<file path="src/rtl/gpio_edge_pkg.sv">
package gpio_edge_pkg;

  localparam int OFF_INPUT    = 'h00;
  localparam int OFF_PENDING  = 'h0C;
  localparam int OFF_OUT_SET  = 'h14;
  localparam int OFF_OUT_CLR  = 'h18;
  localparam int OFF_OE_SET   = 'h1C;
  localparam int OFF_OE_CLR   = 'h20;
  localparam int OFF_RISE_EN  = 'h28;
  localparam int OFF_FALL_EN  = 'h2C;

  typedef enum logic [2:0] {
    SEL_NONE,
    SEL_INPUT,
    SEL_PENDING,
    SEL_OUT,
    SEL_OE,
    SEL_RISE,
    SEL_FALL
  } readSel_e;

  typedef struct packed {
    logic     outSet;
    logic     outClr;
    logic     oeSet;
    logic     oeClr;
    logic     pendClr;
    logic     riseWr;
    logic     fallWr;
    readSel_e readSel;
  } strobes_t;

endpackage

</file>
<file path="src/rtl/gpio_edge_ctrl.sv">
module gpio_edge_ctrl
  import gpio_edge_pkg::*;
#(
  parameter int ADDR_W = 8
) (
  input  logic [ADDR_W-1:0] busAddr,
  input  logic              busWr,
  input  logic              busRd,
  output strobes_t          strobes
);

  always_comb begin
    strobes = '0;
    strobes.readSel = SEL_NONE;
    case (busAddr)
      ADDR_W'(OFF_INPUT): begin
        strobes.readSel = busRd ? SEL_INPUT : SEL_NONE;
      end
      ADDR_W'(OFF_PENDING): begin
        strobes.pendClr = busWr;
        strobes.readSel = busRd ? SEL_PENDING : SEL_NONE;
      end
      ADDR_W'(OFF_OUT_SET): begin
        strobes.outSet  = busWr;
        strobes.readSel = busRd ? SEL_OUT : SEL_NONE;
      end
      ADDR_W'(OFF_OUT_CLR): begin
        strobes.outClr  = busWr;
        strobes.readSel = busRd ? SEL_OUT : SEL_NONE;
      end
      ADDR_W'(OFF_OE_SET): begin
        strobes.oeSet   = busWr;
        strobes.readSel = busRd ? SEL_OE : SEL_NONE;
      end
      ADDR_W'(OFF_OE_CLR): begin
        strobes.oeClr   = busWr;
        strobes.readSel = busRd ? SEL_OE : SEL_NONE;
      end
      ADDR_W'(OFF_RISE_EN): begin
        strobes.riseWr  = busWr;
        strobes.readSel = busRd ? SEL_RISE : SEL_NONE;
      end
      ADDR_W'(OFF_FALL_EN): begin
        strobes.fallWr  = busWr;
        strobes.readSel = busRd ? SEL_FALL : SEL_NONE;
      end
      default: begin
        strobes.readSel = SEL_NONE;
      end
    endcase
  end

endmodule

</file>
<file path="src/rtl/gpio_edge_datapath.sv">
module gpio_edge_datapath
  import gpio_edge_pkg::*;
#(
  parameter int PIN_COUNT   = 32,
  parameter int SYNC_STAGES = 2
) (
  input  logic                 clk,
  input  logic                 rstN,
  input  strobes_t             strobes,
  input  logic [PIN_COUNT-1:0] busWdata,
  input  logic [PIN_COUNT-1:0] pinIn,
  output logic [PIN_COUNT-1:0] busRdata,
  output logic [PIN_COUNT-1:0] pinOut,
  output logic [PIN_COUNT-1:0] pinOe,
  output logic                 irqOut
);

  localparam int LAST_STAGE = SYNC_STAGES - 1;

  logic [PIN_COUNT-1:0] syncStage [SYNC_STAGES];
  logic [PIN_COUNT-1:0] levelNow;
  logic [PIN_COUNT-1:0] levelPrev;
  logic [PIN_COUNT-1:0] outReg;
  logic [PIN_COUNT-1:0] oeReg;
  logic [PIN_COUNT-1:0] riseEn;
  logic [PIN_COUNT-1:0] fallEn;
  logic [PIN_COUNT-1:0] pending;
  logic [PIN_COUNT-1:0] edgeHit;
  logic [PIN_COUNT-1:0] clearMask;

  // Synchronizer chain: stage 0 samples the pad, later stages follow.
  for (genvar g = 0; g < SYNC_STAGES; g++) begin : gSync
    if (g == 0) begin : gFirst
      always_ff @(posedge clk) begin
        if (!rstN) syncStage[g] <= '0;
        else       syncStage[g] <= pinIn;
      end
    end else begin : gNext
      always_ff @(posedge clk) begin
        if (!rstN) syncStage[g] <= '0;
        else       syncStage[g] <= syncStage[g-1];
      end
    end
  end

  assign levelNow = syncStage[LAST_STAGE];

  always_ff @(posedge clk) begin
    if (!rstN) levelPrev <= '0;
    else       levelPrev <= levelNow;
  end

  assign edgeHit   = (levelNow & ~levelPrev & riseEn) |
                     (~levelNow & levelPrev & fallEn);
  assign clearMask = strobes.pendClr ? busWdata : '0;

  // A fresh edge wins over a clear of the same bit.
  always_ff @(posedge clk) begin
    if (!rstN) pending <= '0;
    else       pending <= (pending & ~clearMask) | edgeHit;
  end

  always_ff @(posedge clk) begin
    if (!rstN) begin
      outReg <= '0;
      oeReg  <= '0;
      riseEn <= '0;
      fallEn <= '0;
    end else begin
      if (strobes.outSet) outReg <= outReg | busWdata;
      if (strobes.outClr) outReg <= outReg & ~busWdata;
      if (strobes.oeSet)  oeReg  <= oeReg | busWdata;
      if (strobes.oeClr)  oeReg  <= oeReg & ~busWdata;
      if (strobes.riseWr) riseEn <= busWdata;
      if (strobes.fallWr) fallEn <= busWdata;
    end
  end

  always_comb begin
    case (strobes.readSel)
      SEL_INPUT:   busRdata = levelNow;
      SEL_PENDING: busRdata = pending;
      SEL_OUT:     busRdata = outReg;
      SEL_OE:      busRdata = oeReg;
      SEL_RISE:    busRdata = riseEn;
      SEL_FALL:    busRdata = fallEn;
      default:     busRdata = '0;
    endcase
  end

  assign pinOut = outReg;
  assign pinOe  = oeReg;
  assign irqOut = |pending;

endmodule

</file>
<file path="src/rtl/gpio_edge_bank.sv">
module gpio_edge_bank
  import gpio_edge_pkg::*;
#(
  parameter int ADDR_W      = 8,
  parameter int PIN_COUNT   = 32,
  parameter int SYNC_STAGES = 2
) (
  input  logic                 clk,
  input  logic                 rstN,
  input  logic [ADDR_W-1:0]    busAddr,
  input  logic                 busWr,
  input  logic [PIN_COUNT-1:0] busWdata,
  input  logic                 busRd,
  output logic [PIN_COUNT-1:0] busRdata,
  input  logic [PIN_COUNT-1:0] pinIn,
  output logic [PIN_COUNT-1:0] pinOut,
  output logic [PIN_COUNT-1:0] pinOe,
  output logic                 irqOut
);

  strobes_t strobes;

  gpio_edge_ctrl #(.ADDR_W(ADDR_W)) u_ctrl (
    .busAddr (busAddr),
    .busWr   (busWr),
    .busRd   (busRd),
    .strobes (strobes)
  );

  gpio_edge_datapath #(
    .PIN_COUNT   (PIN_COUNT),
    .SYNC_STAGES (SYNC_STAGES)
  ) u_dp (
    .clk      (clk),
    .rstN     (rstN),
    .strobes  (strobes),
    .busWdata (busWdata),
    .pinIn    (pinIn),
    .busRdata (busRdata),
    .pinOut   (pinOut),
    .pinOe    (pinOe),
    .irqOut   (irqOut)
  );

endmodule

</file>
<file path="config.mk">
export PLATFORM = sky130hd
export DESIGN_NAME = gpio_edge_bank
export DESIGN_NICKNAME = d
export VERILOG_FILES = /design/src/rtl/gpio_edge_pkg.sv /design/src/rtl/gpio_edge_ctrl.sv /design/src/rtl/gpio_edge_datapath.sv /design/src/rtl/gpio_edge_bank.sv
export SDC_FILE = /design/constraint.sdc
export NUM_CORES = 1
export LEC_CHECK = 0
export BUFFER_PORTS_ARGS = -buffer_cell sky130_fd_sc_hd__buf_2
export CORE_MARGIN = 2
export CORE_UTILIZATION = 61
export CTS_CLUSTER_SIZE = 24
export DETAILED_ROUTE_END_ITERATION = 10
export GPL_ROUTABILITY_DRIVEN = 0
export PLACE_DENSITY = 0.85
export SYNTH_ARGS = -nofsm -noshare
export SYNTH_HDL_FRONTEND = slang
export SYNTH_HIERARCHICAL = 1
export SYNTH_SLANG_ARGS = --single-unit
export TNS_END_PERCENT = 100
</file>
<file path="constraint.sdc">
create_clock -name clk -period 3.9 [get_ports clk]
set_clock_uncertainty 0.2 [all_clocks]
set_input_delay 0.78 -clock clk [delete_from_list [all_inputs] [get_ports clk]]
set_output_delay 0.78 -clock clk [all_outputs]
set_load 0.02 [all_outputs]
</file>
==> results.tsv, run 1 <==
metric	value	unit
ys_seq_area_share	46.6	%
crit_chain	buf_2 -> and2b_4 -> a21oi_1 -> a21oi_4 -> buf_4 -> buf_12 -> nor2b_2 -> buf_12 -> a22oi_1 -> o221ai_2 -> buf_2	
rsz0062_at_grt	false	
vias_per_cell	5.97	
fmax	262	MHz
antenna_found_initial	1	
postCtsSetupRepairBufs	0	
core	17800	sq um
grt_pass1_vias	9210	
die_y	138	um
worst_pin_slew	711	ps
synth.distinct_cells	45	
die_w	138	um
fin_cells	1591	
syn_avg_cell_area	9.22	sq um
yosys-top-cells-area	dfxtp_1 47%, mux2i_1 7.2%, nand2_1 6.4%	
nNetsFinal	1423	
cts.clk_slew.worst_paths	60	ps
drt_wl_total	30500	um
wl_per_cell	19.2	um
synth.top_cells.by_count	256 x dfxtp_1, 187 x nand2_1, 96 x and2_1	
drt_first_iter_violations	857	
critPathArrivalTime	2840	ps
areaGrowthSynthToFinish	19.3	%
yosys_warnings	6	
synth_nets	1268	
globalRouteTotalUtil	30.3	%
syn_area	11000	sq um
power_density	430	nW/um^2
setup_viol	0	
max-vdd-ir-drop	0.383	mV
synth_edf_count	0	
num_io_pins	173	
outcome	finished, final reports clean	
clk_latency	520	ps
drive_above_1_share	23.3	%
synth_top_area_cell	dfxtp_1	
min_period_over_period	98.0	%
dp_cells	1548	
drc	0	
diodes	0	
synth_seq_cells	256	
period_minus_slack	3820	ps
start_util	61.6	%
firstDrtPassIters	5	
slowest_stage	a21oi_1	
rows	49	
synth_most_common_cell	dfxtp_1	
max_stage_delay	270	ps
port_buffers	172	
critPathTopFamily	buffers and inverters	
relSlewSlack	52.5	%
worstSetupPathType	primary input to output pin	
ctsHtreeMaxLevel	1	
vias	9499	
min_path_type	flip-flop to flip-flop	
clockBufferDepth	3	
drv_cap	0	
worst-path-buf-inv	5	
grt_max_degree	111	
cts_tree	done	
netlist_instances	1192	
finalPower	5.64	mW
ctsHoldBuffers	0	
drv_slew	0	
synth_top_area_share	46.6	%
cts-root-buf	clkbuf_16	
cp.required	2920	ps
numCtsBuffers	26	
grt_pass1_wl	47700	um
p_leak	5.14	nW
startpoint_type	primary input	
die-area	19100	sq um
synthArstFlopShare	0	%
hold_viol_final	0	
grt-ovfl-total	0	
finalInstanceArea	13100	sq um
ant_nets	0	
synth_flop_cell	dfxtp_1	
placed_area	12100	sq um
crit_fanout	34	
dp_hpwl	18800	um
crit_path_end_kind	output pin	
clkSinkCount	256	
## power breakdown
group          internal (mW)  switching [mW]
Sequential              2.66          0.0245
Combinational         0.0986           0.131
Clock                   1.72            1.00
Total                   4.48            1.16
## final timing paths
path | cells past startpoint | to | start | slack (ps)
worst max register to register | 3 | u_dp/pending[31]$_SDFF_PN0_ | u_dp/syncStage[1][31]$_SDFF_PN0_ | 2760
worst min register to register | 1 | u_dp/syncStage[1][28]$_SDFF_PN0_ | u_dp/syncStage[0][28]$_SDFF_PN0_ | 230
worst min-delay path | 1 | u_dp/syncStage[1][28]$_SDFF_PN0_ | u_dp/syncStage[0][28]$_SDFF_PN0_ | 230
worst max-delay path | 11 | busRdata[22] | busAddr[2] | 80
## cells in the final DEF, fill, tap and decap left out, types with 34 or more instances in the layout
master and instances:
nor2_1 64, a21oi_1 81, nand3b_1 34, mux2i_1 79, nand2_1 187, dfxtp_1 256, nor2b_1 65, and2_1 96
buf_2 171
## kinds of logic after synthesis
| logic type | share of synthesized area, % |
|---|---|
| buffers and inverters | 4.82 |
| AO/OA/AOI/OAI | 14.6 |
| multiplexers | 11.6 |
| AND/OR/NAND/NOR | 22.3 |
| flip-flops | 46.6 |
## routing by layer
| metal | routed length, um | track usage [%] | share of wire (%) |
|---|---|---|---|
| met3 | 2180 | 4.68 | 7.2 |
| met1 | 12100 | 37.7 | 40 |
| met2 | 14900 | 52.6 | 49 |
| met5 | 11 | 1.25 | 0.036 |
| met4 | 1270 | 12.8 | 4.2 |
## metrics by stage
stage               TNS, ps  setup slack [ps]  util [%]  hold slack [ps]
floorplan                 0               497         -              212
global placement       -256              -108      68.1              213
detailed placement    -1130              -159      68.1              217
CTS                       0              24.1      73.4              231
global route              0              4.37      73.5              239
finish                    0              78.0      73.5              227
## area by class of cell
| class | count | area [sq um] |
|---|---|---|
| Tap cell | 229 | 287 |
| Multi-Input combinational cell | 823 | 5450 |
| Sequential cell | 256 | 5120 |
| Inverter | 34 | 128 |
| Fill cell | 1243 | 4730 |
| Clock buffer | 35 | 746 |
| Clock inverter | 8 | 190 |
| Timing Repair Buffer | 206 | 1190 |
## timing repair
action / 4_1_cts / 5_1_grt
cloned: 0 / 0
gates resized for setup: 2 / 5
setup endpoints to repair: 16 / 7
hold endpoints to repair: 0 / 0
No activity file was read; power rests on OpenSTA's default activity.
==> run 2: changes to the inputs <==
--- a/config.mk
+++ b/config.mk
@@ -12,8 +12,8 @@
 export DETAILED_ROUTE_END_ITERATION = 10
 export GPL_ROUTABILITY_DRIVEN = 0
 export PLACE_DENSITY = 0.85
+export SLEW_MARGIN = 20
 export SYNTH_ARGS = -nofsm -noshare
 export SYNTH_HDL_FRONTEND = slang
-export SYNTH_HIERARCHICAL = 1
 export SYNTH_SLANG_ARGS = --single-unit
 export TNS_END_PERCENT = 100
==> run 2 against run 1 <==
Against the previous run:
- count of clock-buffer cells in the layout increased by 8
- final area down 5.3%
- first-iteration DRC count rose by 49%
- sequential cell count is the same
- largest cell class is now flip-flops and latches
- non-clock buffer count is 10 higher
- synthesized cell count fell by 8.5%
- hold slack better by 5.0 ps
- worst setup slack improved by 130 ps
- sequential power about the same
==> results.tsv, run 2 <==
metric	value	unit
outcome	finished, final reports clean	
rows	47	
synth_seq_cells	256	
placed_area	11600	sq um
syn_area	10500	sq um
numCtsBuffers	26	
max-vdd-ir-drop	0.409	mV
vias	9669	
critPathArrivalTime	2720	ps
ant_nets	0	
drc	0	
ctsHoldBuffers	0	
antenna_found_initial	2	
synth_flop_cell	dfxtp_1	
die_w	135	um
synth.top_cells.by_count	256 x dfxtp_1, 111 x a21oi_1, 103 x nand2_1	
clockBufferDepth	3	
synth.distinct_cells	55	
cts.clk_slew.worst_paths	60	ps
startpoint_type	primary input	
vias_per_cell	6.47	
port_buffers	172	
start_util	62.8	%
crit_fanout	15	
cts.repair.resized	0	
synth_edf_count	0	
rsz0062_at_grt	false	
power_density	435	nW/um^2
fmax	271	MHz
ys_seq_area_share	48.8	%
core	16700	sq um
synth_top_area_cell	dfxtp_1	
globalRouteTotalUtil	33.6	%
p_leak	4.79	nW
clkSinkCount	256	
dp_hpwl	19800	um
layout_commonest_cell	dfxtp_1	
syn_avg_cell_area	9.62	sq um
synth_top_area_share	48.8	%
drive_above_1_share	22.4	%
drv_slew	0	
hold_slack	232	ps
finalInstanceArea	12400	sq um
cts_tree	done	
num_io_pins	173	
yosys_warnings	0	
ctsHtreeMaxLevel	1	
grt_pass1_wl	48300	um
synth_most_common_cell	dfxtp_1	
final_cell_mix	256 x dfxtp_1, 171 x buf_2, 111 x a21oi_1	
fin_cells	1494	
yosys-top-cells-area	dfxtp_1 49%, and2_1 5.9%, mux2i_1 5.3%	
wl_met3	3370	um
areaGrowthSynthToFinish	18.3	%
hold_viol_final	0	
die-area	18300	sq um
crit_path_end_kind	output pin	
finalSetupTns	0	ps
netlist_instances	1091	
min_path_type	flip-flop to flip-flop	
drv_cap	0	
finalPower	5.40	mW
drt_first_iter_violations	1276	
synth_nets	1167	
worst_pin_slew	792	ps
min_period_over_period	94.8	%
cp.required	2920	ps
clk_latency	530	ps
firstDrtPassIters	6	
worstSetupPathType	primary input to output pin	
setup_viol	0	
grt-ovfl-total	0	
period_minus_slack	3700	ps
wl_met1	12400	um
nNetsFinal	1330	
grt_pass1_vias	9075	
synthArstFlopShare	0	%
grt_max_degree	80	
die_y	135	um
drt_wl_total	31400	um
relSlewSlack	47.2	%
cts-root-buf	clkbuf_16	
wl_per_cell	21.0	um
top_layer	met5	
dp_cells	1446	
route.met2.wl	14300	um
postCtsSetupRepairBufs	0	
-- run 2: cell types whose count changed after synthesis, sizes merged, moves of 17 or more --
| cell | delta |
|---|---|
| a211oi | +32 |
| a21oi | +28 |
| a222oi | +17 |
| a311oi | +32 |
| a32oi | -32 |
| inv | -31 |
| mux2 | -31 |
| mux2i | -23 |
| nand2 | -82 |
| nor2 | -21 |
| nor2b | -67 |
| o21a | +33 |
| o21ai | +31 |
| o22ai | +20 |
-- run 2: where the power goes --
part / switching (mW) / internal, mW
Combinational: 0.187 / 0.0963
Sequential: 0.0253 / 2.66
Clock: 0.986 / 1.45
-- run 2: routing by layer --
layer	vias to the layer above	track usage (%)
met3	121	6.51
met2	626	53.2
met5	-	0
met1	4601	44.9
li1	4319	-
met4	2	15.0
-- run 2: worst paths after layout --
check | start | end | slack [ps] | depth (start not counted)
setup / recovery | busAddr[5] | busRdata[29] | 200 | 8
hold / removal | u_dp.syncStage[0][5]$_SDFF_PN0_ | u_dp.syncStage[1][5]$_SDFF_PN0_ | 230 | 1
setup reg to reg | u_dp.levelPrev[13]$_SDFF_PN0_ | u_dp.pending[13]$_SDFF_PN0_ | 2800 | 3
hold reg to reg | u_dp.syncStage[0][5]$_SDFF_PN0_ | u_dp.syncStage[1][5]$_SDFF_PN0_ | 230 | 1
-- run 2: logic make-up (layout without fill, tap and decap cells) --
| kind of cell | count (synthesis) | count (layout) | share of synthesized area, % |
|---|---|---|---|
| simple gates | 322 | 322 | 16.8 |
| compound gates | 362 | 362 | 23.5 |
| xor+xnor | 2 | 2 | 0.239 |
| buf+inv | 83 | 264 | 4.17 |
| mux | 66 | 66 | 6.42 |
| other cells | 0 | 2 | 0 |
| flops | 256 | 256 | 48.8 |
-- run 2: metrics by stage --
stage / utilization (%) / setup WS, ps
after global routing: 74.3 / 151
after floorplan: - / 552
after CTS: 74.3 / 278
after detailed placement: 69.3 / 309
final: 74.3 / 204
after global placement: 69.3 / 164
-- run 2: final cells by class --
class                           instances  area, sq um
Timing Repair Buffer                  216         1210
Clock inverter                          3         40.0
Fill cell                            1184         4290
Antenna cell                            2         5.00
Inverter                                2         8.76
Clock buffer                           43          796
Sequential cell                       256         5120
Multi-Input combinational cell        752         4960
Tap cell                              220          275
-- run 2: critical path, cell delays in order --
cell	delay (ps)
buf_2	280
nand2b_1	260
buf_4	230
nor2_2	110
buf_4	260
o21bai_1	190
o22ai_1	350
buf_2	240
